**src/rtl/btac_pkg.sv**
```systemverilog
package btac_pkg;
  typedef enum logic [1:0] {
    NPC_SEQ   = 2'd0,
    NPC_PRED  = 2'd1,
    NPC_REDIR = 2'd2
  } npc_sel_e;
endpackage

```
**src/rtl/btac_addr_split.sv**
```systemverilog
module btac_addr_split #(
  parameter int PC_W  = 32,
  parameter int IDX_W = 4,
  parameter int TAG_W = PC_W - IDX_W - 2
) (
  input  logic [PC_W-1:0]  pc_i,
  output logic [IDX_W-1:0] idx_o,
  output logic [TAG_W-1:0] tag_o
);
  logic unused_byte_bits;

  assign idx_o = pc_i[IDX_W+1:2];
  assign tag_o = pc_i[PC_W-1:IDX_W+2];
  assign unused_byte_bits = ^pc_i[1:0];
endmodule

```
**src/rtl/btac_store.sv**
```systemverilog
module btac_store #(
  parameter int PC_W    = 32,
  parameter int ENTRIES = 16,
  parameter int IDX_W   = $clog2(ENTRIES),
  parameter int TAG_W   = PC_W - IDX_W - 2
) (
  input  logic             clk_i,
  input  logic             rst_ni,
  input  logic [IDX_W-1:0] rd_idx_i,
  input  logic [TAG_W-1:0] rd_tag_i,
  output logic             hit_o,
  output logic [PC_W-1:0]  target_o,
  input  logic             wr_en_i,
  input  logic [IDX_W-1:0] wr_idx_i,
  input  logic [TAG_W-1:0] wr_tag_i,
  input  logic [PC_W-1:0]  wr_target_i
);
  logic [ENTRIES-1:0] valid_q;
  logic [TAG_W-1:0]   tag_q    [ENTRIES];
  logic [PC_W-1:0]    target_q [ENTRIES];
  logic [ENTRIES-1:0] wr_sel;

  for (genvar e = 0; e < ENTRIES; e++) begin : g_entry
    assign wr_sel[e] = wr_en_i && (wr_idx_i == IDX_W'(e));

    // only the valid bit needs reset; payload is qualified by it
    always_ff @(posedge clk_i or negedge rst_ni) begin
      if (!rst_ni)        valid_q[e] <= 1'b0;
      else if (wr_sel[e]) valid_q[e] <= 1'b1;
    end

    always_ff @(posedge clk_i) begin
      if (wr_sel[e]) begin
        tag_q[e]    <= wr_tag_i;
        target_q[e] <= wr_target_i;
      end
    end
  end

  // read sees pre-write contents when indices collide
  always_comb begin
    hit_o    = valid_q[rd_idx_i] && (tag_q[rd_idx_i] == rd_tag_i);
    target_o = hit_o ? target_q[rd_idx_i] : '0;
  end
endmodule

```
**src/rtl/btac_next_pc.sv**
```systemverilog
module btac_next_pc
  import btac_pkg::*;
#(
  parameter int PC_W = 32
) (
  input  logic [PC_W-1:0] pc_i,
  input  logic            hit_i,
  input  logic            taken_i,
  input  logic [PC_W-1:0] target_i,
  input  logic            redir_valid_i,
  input  logic [PC_W-1:0] redir_pc_i,
  output logic [PC_W-1:0] next_pc_o
);
  npc_sel_e        sel;
  logic [PC_W-1:0] seq_pc;

  assign seq_pc = pc_i + PC_W'(4);

  always_comb begin
    if (redir_valid_i)         sel = NPC_REDIR;
    else if (hit_i && taken_i) sel = NPC_PRED;
    else                       sel = NPC_SEQ;
  end

  always_comb begin
    unique case (sel)
      NPC_REDIR: next_pc_o = redir_pc_i;
      NPC_PRED:  next_pc_o = target_i;
      default:   next_pc_o = seq_pc;
    endcase
  end
endmodule

```
**src/rtl/btac_fetch_predictor.sv**
```systemverilog
module btac_fetch_predictor #(
  parameter int PC_W    = 32,
  parameter int ENTRIES = 16
) (
  input  logic            clk_i,
  input  logic            rst_ni,
  input  logic [PC_W-1:0] fetch_pc_i,
  input  logic            dir_taken_i,
  input  logic            redirect_valid_i,
  input  logic [PC_W-1:0] redirect_pc_i,
  input  logic            upd_valid_i,
  input  logic [PC_W-1:0] upd_pc_i,
  input  logic [PC_W-1:0] upd_target_i,
  output logic            hit_o,
  output logic [PC_W-1:0] pred_target_o,
  output logic [PC_W-1:0] next_pc_o
);
  localparam int IDX_W = $clog2(ENTRIES);
  localparam int TAG_W = PC_W - IDX_W - 2;

  logic [IDX_W-1:0] rd_idx, wr_idx;
  logic [TAG_W-1:0] rd_tag, wr_tag;

  btac_addr_split #(.PC_W(PC_W), .IDX_W(IDX_W), .TAG_W(TAG_W)) u_rd_split (
    .pc_i (fetch_pc_i),
    .idx_o(rd_idx),
    .tag_o(rd_tag)
  );

  btac_addr_split #(.PC_W(PC_W), .IDX_W(IDX_W), .TAG_W(TAG_W)) u_wr_split (
    .pc_i (upd_pc_i),
    .idx_o(wr_idx),
    .tag_o(wr_tag)
  );

  btac_store #(.PC_W(PC_W), .ENTRIES(ENTRIES), .IDX_W(IDX_W), .TAG_W(TAG_W)) u_store (
    .clk_i      (clk_i),
    .rst_ni     (rst_ni),
    .rd_idx_i   (rd_idx),
    .rd_tag_i   (rd_tag),
    .hit_o      (hit_o),
    .target_o   (pred_target_o),
    .wr_en_i    (upd_valid_i),
    .wr_idx_i   (wr_idx),
    .wr_tag_i   (wr_tag),
    .wr_target_i(upd_target_i)
  );

  btac_next_pc #(.PC_W(PC_W)) u_next_pc (
    .pc_i         (fetch_pc_i),
    .hit_i        (hit_o),
    .taken_i      (dir_taken_i),
    .target_i     (pred_target_o),
    .redir_valid_i(redirect_valid_i),
    .redir_pc_i   (redirect_pc_i),
    .next_pc_o    (next_pc_o)
  );
endmodule

```
**config.mk**
```make
export PLATFORM = sky130hd
export DESIGN_NAME = btac_fetch_predictor
export DESIGN_NICKNAME = d
export VERILOG_FILES = /design/src/rtl/btac_pkg.sv /design/src/rtl/btac_addr_split.sv /design/src/rtl/btac_store.sv /design/src/rtl/btac_next_pc.sv /design/src/rtl/btac_fetch_predictor.sv
export SDC_FILE = /design/constraint.sdc
export NUM_CORES = 1
export LEC_CHECK = 0
export BUFFER_PORTS_ARGS = -buffer_cell sky130_fd_sc_hd__buf_2
export CAP_MARGIN = 40
export CORE_MARGIN = 5
export CORE_UTILIZATION = 35
export CTS_CLUSTER_SIZE = 16
export DETAILED_ROUTE_END_ITERATION = 16
export PLACE_DENSITY = 0.48
export SLEW_MARGIN = 25
export SYNTH_ARGS = -nofsm -noshare
export SYNTH_HDL_FRONTEND = slang
export SYNTH_SLANG_ARGS = --single-unit
```
**constraint.sdc**
```tcl
create_clock -name clk_i -period 3.6 [get_ports clk_i]
set_input_delay 0.36 -clock clk_i [delete_from_list [all_inputs] [get_ports clk_i]]
set_output_delay 0.36 -clock clk_i [all_outputs]
set_load 0.01 [all_outputs]
```
==> run_results.csv, run 1 <==
group,metric,value,unit
sta,fin_tns_setup,-38.67,ns
worst_hold_path,holdPathStages,1,
route,routed_wl,122000,um
synth,ys_top_cells_by_area,"edfxtp_1 (71%), mux4_2 (12%), mux2i_1 (3.1%), dfrtp_1 (1.0%), mux4_1 (0.80%)",
sta,hold_violations,0,
synth,synth_top_family_by_area,"multiplexers",
cts,tritoncts,"yes",
cts,path_clk_slew,0.07,ns
critical_path,crit_path_start_kind,"flop",
power,p_int,0.0190,W
outcome,outcome,"finished, violations left",
synth,yosysSeqAreaShare,72.0,%
critical_path,rr_endpoint,"u_store.valid_q[4]",
route,drtPass1Iterations,5,
final_layout,finish.utilization,43.2,%
synth,synth_edf_count,928,
global_route,grtUsageTotal,20.2,%
cts,clockBufferDepth,3,
cts,cts_buffers,101,
placed_design,dpl.hpwl,74900,um
critical_path,r2r_cells,1,
critical_path,r2r_start,"u_store.valid_q[4]",
sta,max_freq,0.234,GHz
power,vdd_ir_drop_max,0.370,mV
synth,synth-xor-area-share,1.14,%
sta,finalMaxSlewViolations,0,
critical_path,path_delay_family,"simple AND/OR/NAND/NOR gates",
critical_path,crit_top_cell,"buf_12",
outcome,violations,"negative setup slack",
critical_path,required,3.24,ns
power,p_total,0.0246,W
final_layout,fin_nets,2552,
synth,synth_mux_area_share,16.6,%
final_layout,fillCellCount,9766,
synth,synth_flop_cell,"edfxtp_1",
critical_path,crit_chain,"mux4_2, mux2i_2, xor2_1, nor2_1, a221o_1, nor4_4, buf_12, buf_12, and4_4, buf_12, a211o_1, buf_2",
route,drc,0,
critical_path,cp_num_cells,12,
route,viasPerCell,5.44,
synth,async_flop_share,1.69,%
route,wl_per_cell,30.6,um
critical_path,cp-end-kind,"output pin",
synth,synth_fa_ha_area_share,0.0319,%
sta,fin_skew,0,ns
synth,synthSimpleGateAreaFrac,4.10,%
power,switchingPower,0.00558,W
critical_path,cp_max_fo,6,
worst_hold_path,min-delay-start,"upd_target_i[31]",
global_route,grt_pass1_wl,170000,um
power,powerDensity,513,nW/um^2
global_route,first_global_vias,22600,
global_route,grt_antenna_before_repair,15,
synth,synth_seq_cells,944,
cts,ctsRootBufferMaster,"clkbuf_16",
floorplan,fp.dieH,345,um
floorplan,core_area,111000,um^2
synth,synth_compound_area_share,3.72,%
sta,setup_ws,-0.671,ns
sta,min_period,4.27,ns
critical_path,timing.reg2reg.setup_slack,2.81,ns
critical_path,crit_buf_inv,4,
sta,slew_headroom,43.1,%
floorplan,row_count,122,
critical_path,critPathMaxStageDelay,0.49,ns
placed_design,io_buffers,195,
synth,netlist_area,39300,um^2
sta,fin_crit_sh,119,%
synth,yosysTopAreaCellShare,71.0,%
global_route,grt_max_degree,97,
cts,htree_levels,3,
synth,yosysWarnings,0,
synth,synth_cell_types,82,
synth,synth_area_per_cell,19.6,um^2
worst_hold_path,hold_end,"u_store.target_q[13][31]",
route,drtAntennaViolNets,0,
flow_run,max-cap-violations,0,
floorplan,start_util,35.4,%
power,pwr-share-clk,41.3,%
power,p_leak,16.1,nW
critical_path,cp_slowest_cell,"mux4_2",
power,switching_share,22.7,%
final_layout,drive_above_1_share,37.1,%
synth,yosysTopAreaCell,"edfxtp_1",
cts,clk_latency,0.68,ns
route,drtIter0Drc,2018,
critical_path,cp.arrival,3.91,ns
global_route,gr-total-overflow,0,
sta,worstMarginPinSlew,0.853,ns
sta,setup_violations,65,
placed_design,routabilityCongestion,0.899,
cts,cts.sinks,944,
floorplan,die_width,345,um
floorplan,die-area,119000,um^2
power,combinationalPowerShare,8.4,%
worst_hold_path,hp-class,"primary input to flop",
final_layout,syn_to_final_growth,22.1,%
placed_design,pre_cts_slack,-0.796,ns
power,seqPwrFrac,50.3,%
synth,netlist_instances,1998,
route,vias,21700,
critical_path,crit_type,"flop to output pin",
floorplan,io_pins,198,
sta,rsz0062_at_grt,"yes",
synth,synth_nets,2132,
layout make-up:
class                      count  area, um^2  area share [%]
antenna                        6        15.0          0.0313
clock buffer                 122        2630            5.48
clock inverter                65         604            1.26
inverter                      41         155           0.324
multi-input combinational    887       10600            22.1
sequential                   944       28300            58.9
tap                         1488        1860            3.88
timing repair buffer         443        3800            7.93
timing repair:
item | in CTS | in global routing
pin swaps | 5 | 5
endpoints found under the hold margin | 35 | 0
cloned | 3 | 3
setup endpoints to repair | 65 | 65
hold buffers | 3 | 0
resized for setup | 75 | 61
setup buffers | 6 | 7
worst max path at each step:
stage	start	end	slack, ns
after floorplan	upd_pc_i[4]	u_store.tag_q[1][0]	-0.24
after global placement	fetch_pc_i[2]	next_pc_o[24]	-0.84
after detailed placement	fetch_pc_i[2]	next_pc_o[24]	-0.80
after CTS	u_store.tag_q[6][21]	next_pc_o[9]	-0.74
after global routing	u_store.tag_q[2][0]	next_pc_o[3]	-0.81
final	u_store.tag_q[6][24]	next_pc_o[3]	-0.67
layer usage:
layer | global-route usage, % | routed length [um] | vias to the layer above
met5 | 0 | 92 | -
met4 | 4.13 | 2450 | 12
met3 | 4.86 | 9280 | 162
met2 | 32.2 | 57100 | 787
met1 | 28.6 | 53300 | 11600
li1 | - | - | 9134
placed cells by master, fill, tap and decap left out, drive strengths merged, types with 5 or more instances in the layout:
master	Yosys	routed
a22oi	38	38
nand3	21	21
mux2	17	17
mux4	225	225
bufinv	0	9
a221oi	34	34
and4	7	7
nand2	45	45
dfrtp	16	16
a211oi	6	6
edfxtp	928	928
nor2b	7	7
a41oi	32	32
nor4	6	6
clkinvlp	0	6
buf	83	438
o21ai	8	8
o22ai	11	11
or2	16	16
inv	40	43
and2	38	38
diode	0	6
or3	5	5
clkinv	1	48
clkbuf	43	124
mux2i	120	120
xor2	23	23
nor3	13	13
a31oi	6	6
nand2b	40	40
nor2	57	57
nand4	14	14
xnor2	28	28
registers in the layout (all words and copies together), names as in the netlist:
name,cells
u_store.target_q,512
u_store.valid_q,16
u_store.tag_q,416
synthesized netlist by cell type, drive strengths merged, types with 4 or more instances:
| master | count |
|---|---|
| a21o | 4 |
| and2 | 38 |
| xor2 | 23 |
| or2 | 16 |
| or3 | 5 |
| dfrtp | 16 |
| xnor2 | 28 |
| edfxtp | 928 |
| o21ai | 8 |
| nand2b | 40 |
| inv | 40 |
| and4 | 7 |
| clkbuf | 43 |
| nor2b | 7 |
| o22a | 4 |
| nand4 | 14 |
| mux2i | 120 |
| nand3b | 4 |
| a211oi | 6 |
| nor2 | 57 |
| mux4 | 225 |
| a22oi | 38 |
| o22ai | 11 |
| nor3b | 4 |
| nor3 | 13 |
| and2b | 4 |
| nand3 | 21 |
| and3 | 4 |
| mux2 | 17 |
| buf | 83 |
| a41oi | 32 |
| a31oi | 6 |
| nand2 | 45 |
| a221oi | 34 |
| nor4 | 6 |
cells by family (layout without fill, tap and decap cells):
kind of cell / after synthesis / after routing
AO/OA/AOI/OAI: 180 / 180
flip-flops: 944 / 944
AND/OR/NAND/NOR: 293 / 293
buffers and inverters: 167 / 671
XOR/XNOR: 51 / 51
other: 0 / 6
adder cells (fa/ha/maj): 1 / 1
multiplexers: 362 / 362
metrics by stage:
stage / instances / area, um^2 / hold slack [ns]
floorplan: 1998 / 39300 / 0.0644
global placement: 3779 / 43600 / 0.286
detailed placement: 3781 / 43700 / 0.295
CTS: 3980 / 47500 / 0.00115
global route: 3991 / 47900 / 0.0297
finish: 3996 / 48000 / 0.0587
power by group through the flow:
stage | Sequential [W] | Combinational (W) | Clock [W]
2_1_floorplan | 0.0126 | 0.00102 | 0
4_1_cts | 0.0124 | 0.00205 | 0.0104
3_3_place_gp | 0.0126 | 0.00198 | 0
5_1_grt | 0.0124 | 0.00219 | 0.0108
6_report | 0.0124 | 0.00207 | 0.0102
3_5_place_dp | 0.0126 | 0.00201 | 0
Note: power is estimated with default switching activity, not from simulation.
==> run 2, diff against run 1 <==
BUFFER_PORTS_ARGS = -buffer_cell sky130_fd_sc_hd__clkbuf_2   (was -buffer_cell sky130_fd_sc_hd__buf_2)
SETUP_SLACK_MARGIN = 0.02   (was not set)
==> run_results.csv, run 2 (same netlist as run 1, synthesis figures left out) <==
group,metric,value,unit
route,viasPerCell,5.43,
critical_path,timing.reg2reg.setup_slack,2.81,ns
placed_design,dp_cells,3788,
outcome,violations,"negative setup slack",
sta,min_period,4.32,ns
critical_path,cp_slowest_cell,"mux4_2",
sta,max_freq,0.231,GHz
final_layout,layoutNonFillerInstCount,3992,
cts,clk_latency,0.64,ns
sta,hold_violations,0,
floorplan,io_pins,198,
worst_hold_path,hp-class,"primary input to flop",
cts,path_clk_slew,0.06,ns
route,routed_wl,119000,um
power,p_int,0.0187,W
critical_path,critPathMaxStageDelay,0.53,ns
critical_path,r2r_start,"u_store.valid_q[10]",
worst_hold_path,holdPathStages,1,
global_route,grt_pass1_wl,166000,um
sta,rsz0062_at_grt,"yes",
final_layout,top_regs,"u_store.target_q x512, u_store.tag_q x416, u_store.valid_q x16",
route,vias,21700,
placed_design,dpl.hpwl,72900,um
sta,fin_tns_setup,-41.03,ns
final_layout,syn_to_final_growth,22.5,%
final_layout,fin_nets,2555,
cts,tritoncts,"yes",
critical_path,crit_top_cell,"buf_6",
final_layout,top_register,"u_store.target_q",
critical_path,crit_type,"flop to output pin",
global_route,grt_antenna_before_repair,14,
critical_path,cp-end-kind,"output pin",
power,powerDensity,506,nW/um^2
sta,worstMarginPinSlew,0.794,ns
critical_path,crit_chain,"mux4_2, mux2i_2, xor2_1, a31oi_1, a2111o_1, nor4_4, buf_12, buf_6, buf_6, a41oi_1, buf_4, a221oi_2, buf_2",
placed_design,io_buffers,195,
floorplan,die_width,345,um
floorplan,core_area,111000,um^2
floorplan,die-area,119000,um^2
outcome,outcome,"finished, violations left",
floorplan,start_util,35.4,%
sta,finalMaxSlewViolations,0,
global_route,grt_max_degree,82,
floorplan,row_count,122,
sta,setup_ws,-0.722,ns
global_route,gr-total-overflow,0,
critical_path,crit_path_start_kind,"flop",
route,drtAntennaViolNets,0,
route,drc,0,
flow_run,max-cap-violations,0,
global_route,grtUsageTotal,19.8,%
sta,slew_headroom,45.5,%
worst_hold_path,hold_end,"u_store.target_q[12][3]",
power,seqPwrFrac,51.0,%
global_route,first_global_vias,22500,
route,drtIter0Drc,1911,
sta,setup_violations,65,
cts,ctsRootBufferMaster,"clkbuf_16",
cts,clockBufferDepth,3,
final_layout,drive_above_1_share,38.2,%
final_layout,layout_commonest_cell,"edfxtp_1",
cts,cts_buffers,101,
final_layout,layout_common_cells,"edfxtp_1 (928), mux4_2 (214), buf_4 (180), clkbuf_2 (134), mux2i_1 (118)",
final_layout,largest_register_ffs,512,
power,pwr-share-clk,40.5,%
power,switching_share,23.0,%
route,drtPass1Iterations,5,
critical_path,rr_endpoint,"u_store.valid_q[10]",
power,switchingPower,0.00560,W
cts,htree_levels,3,
route,wl_per_cell,29.8,um
critical_path,cp_max_fo,7,
power,p_leak,16.2,nW
worst_hold_path,min-delay-start,"upd_target_i[3]",
critical_path,cp.arrival,3.96,ns
sta,fin_crit_sh,120,%
critical_path,required,3.24,ns
critical_path,r2r_cells,1,
cts,cts.sinks,944,
placed_design,routabilityCongestion,0.885,
sta,fin_skew,0,ns
floorplan,fp.dieH,345,um
power,combinationalPowerShare,8.5,%
power,vdd_ir_drop_max,0.359,mV
## run 2: changes by cell type in the layout (fill, tap and decap cells not counted), moves of 7 or more
cell,previous run,this run
buf_2,159,28
clkbuf_2,0,134
a221oi_1,15,4
clkinv_1,31,19
a41oi_4,0,9
buf_4,187,180
a221oi_2,17,28
clkinv_2,12,21
## run 2: worst max-delay path by stage
stage / from / to / slack [ns] / cells past startpoint
after floorplan: upd_pc_i[4] / u_store.tag_q[1][0] / -0.24 / 2
after global placement: fetch_pc_i[3] / next_pc_o[0] / -0.75 / 14
after detailed placement: fetch_pc_i[3] / next_pc_o[1] / -0.77 / 14
after CTS: u_store.tag_q[14][21] / next_pc_o[11] / -0.84 / 15
after global routing: u_store.tag_q[5][0] / next_pc_o[28] / -0.88 / 14
final: u_store.tag_q[14][23] / next_pc_o[15] / -0.72 / 13
## run 2: routing by layer
metal	wire [um]	share of wire (%)	vias to the layer above	track usage (%)
li1	-	-	9143	-
met1	51700	44	11600	27.7
met2	56100	47	748	31.8
met3	8470	7.1	176	4.51
met4	2510	2.1	12	4.36
met5	89	0.075	-	0
## run 2: metrics by stage
step	hold slack [ns]	total power, W	util (%)	cell area, um^2	setup slack (ns)
finish	0.0830	0.0243	43.3	48100	-0.722
global route	0.0644	0.0252	43.3	48100	-0.882
CTS	0.0243	0.0245	42.8	47500	-0.837
detailed placement	0.313	0.0146	39.6	43900	-0.770
global placement	0.301	0.0146	39.6	43900	-0.754
floorplan	0.0644	0.0137	-	39500	-0.243
## run 2: layout make-up
| cell class | instances | area (um^2) |
|---|---|---|
| antenna | 4 | 10.0 |
| inverter | 41 | 155 |
| multi-input combinational | 887 | 10900 |
| clock buffer | 127 | 2650 |
| sequential | 944 | 28300 |
| fill | 9720 | 62900 |
| tap | 1488 | 1860 |
| clock inverter | 55 | 469 |
| timing repair buffer | 446 | 3820 |
## run 2: power groups by stage
stage	combinational [W]	sequential, W	clock (W)
floorplan	0.00105	0.0126	0
global placement	0.00199	0.0126	0
detailed placement	0.00201	0.0126	0
CTS	0.00204	0.0124	0.0101
global route	0.00220	0.0124	0.0106
finish	0.00208	0.0124	0.00985
## run 2: worst max-delay path: cells and delay by family, from the launching register on
family	cells	cell delay (ns)
simple gates	1	0.39
mux	2	0.78
compound gates	4	0.80
xor+xnor	1	0.18
flops	1	0.36
buf+inv	5	0.75
## run 2: timing repair
item | CTS | global route
buffers inserted | 10 | 9
setup endpoints to repair | 65 | 65
gates resized for setup | 59 | 157
pin swaps | 16 | 20
endpoints found under the hold margin | 16 | 0
cloned | 5 | 2
hold buffers | 1 | 0
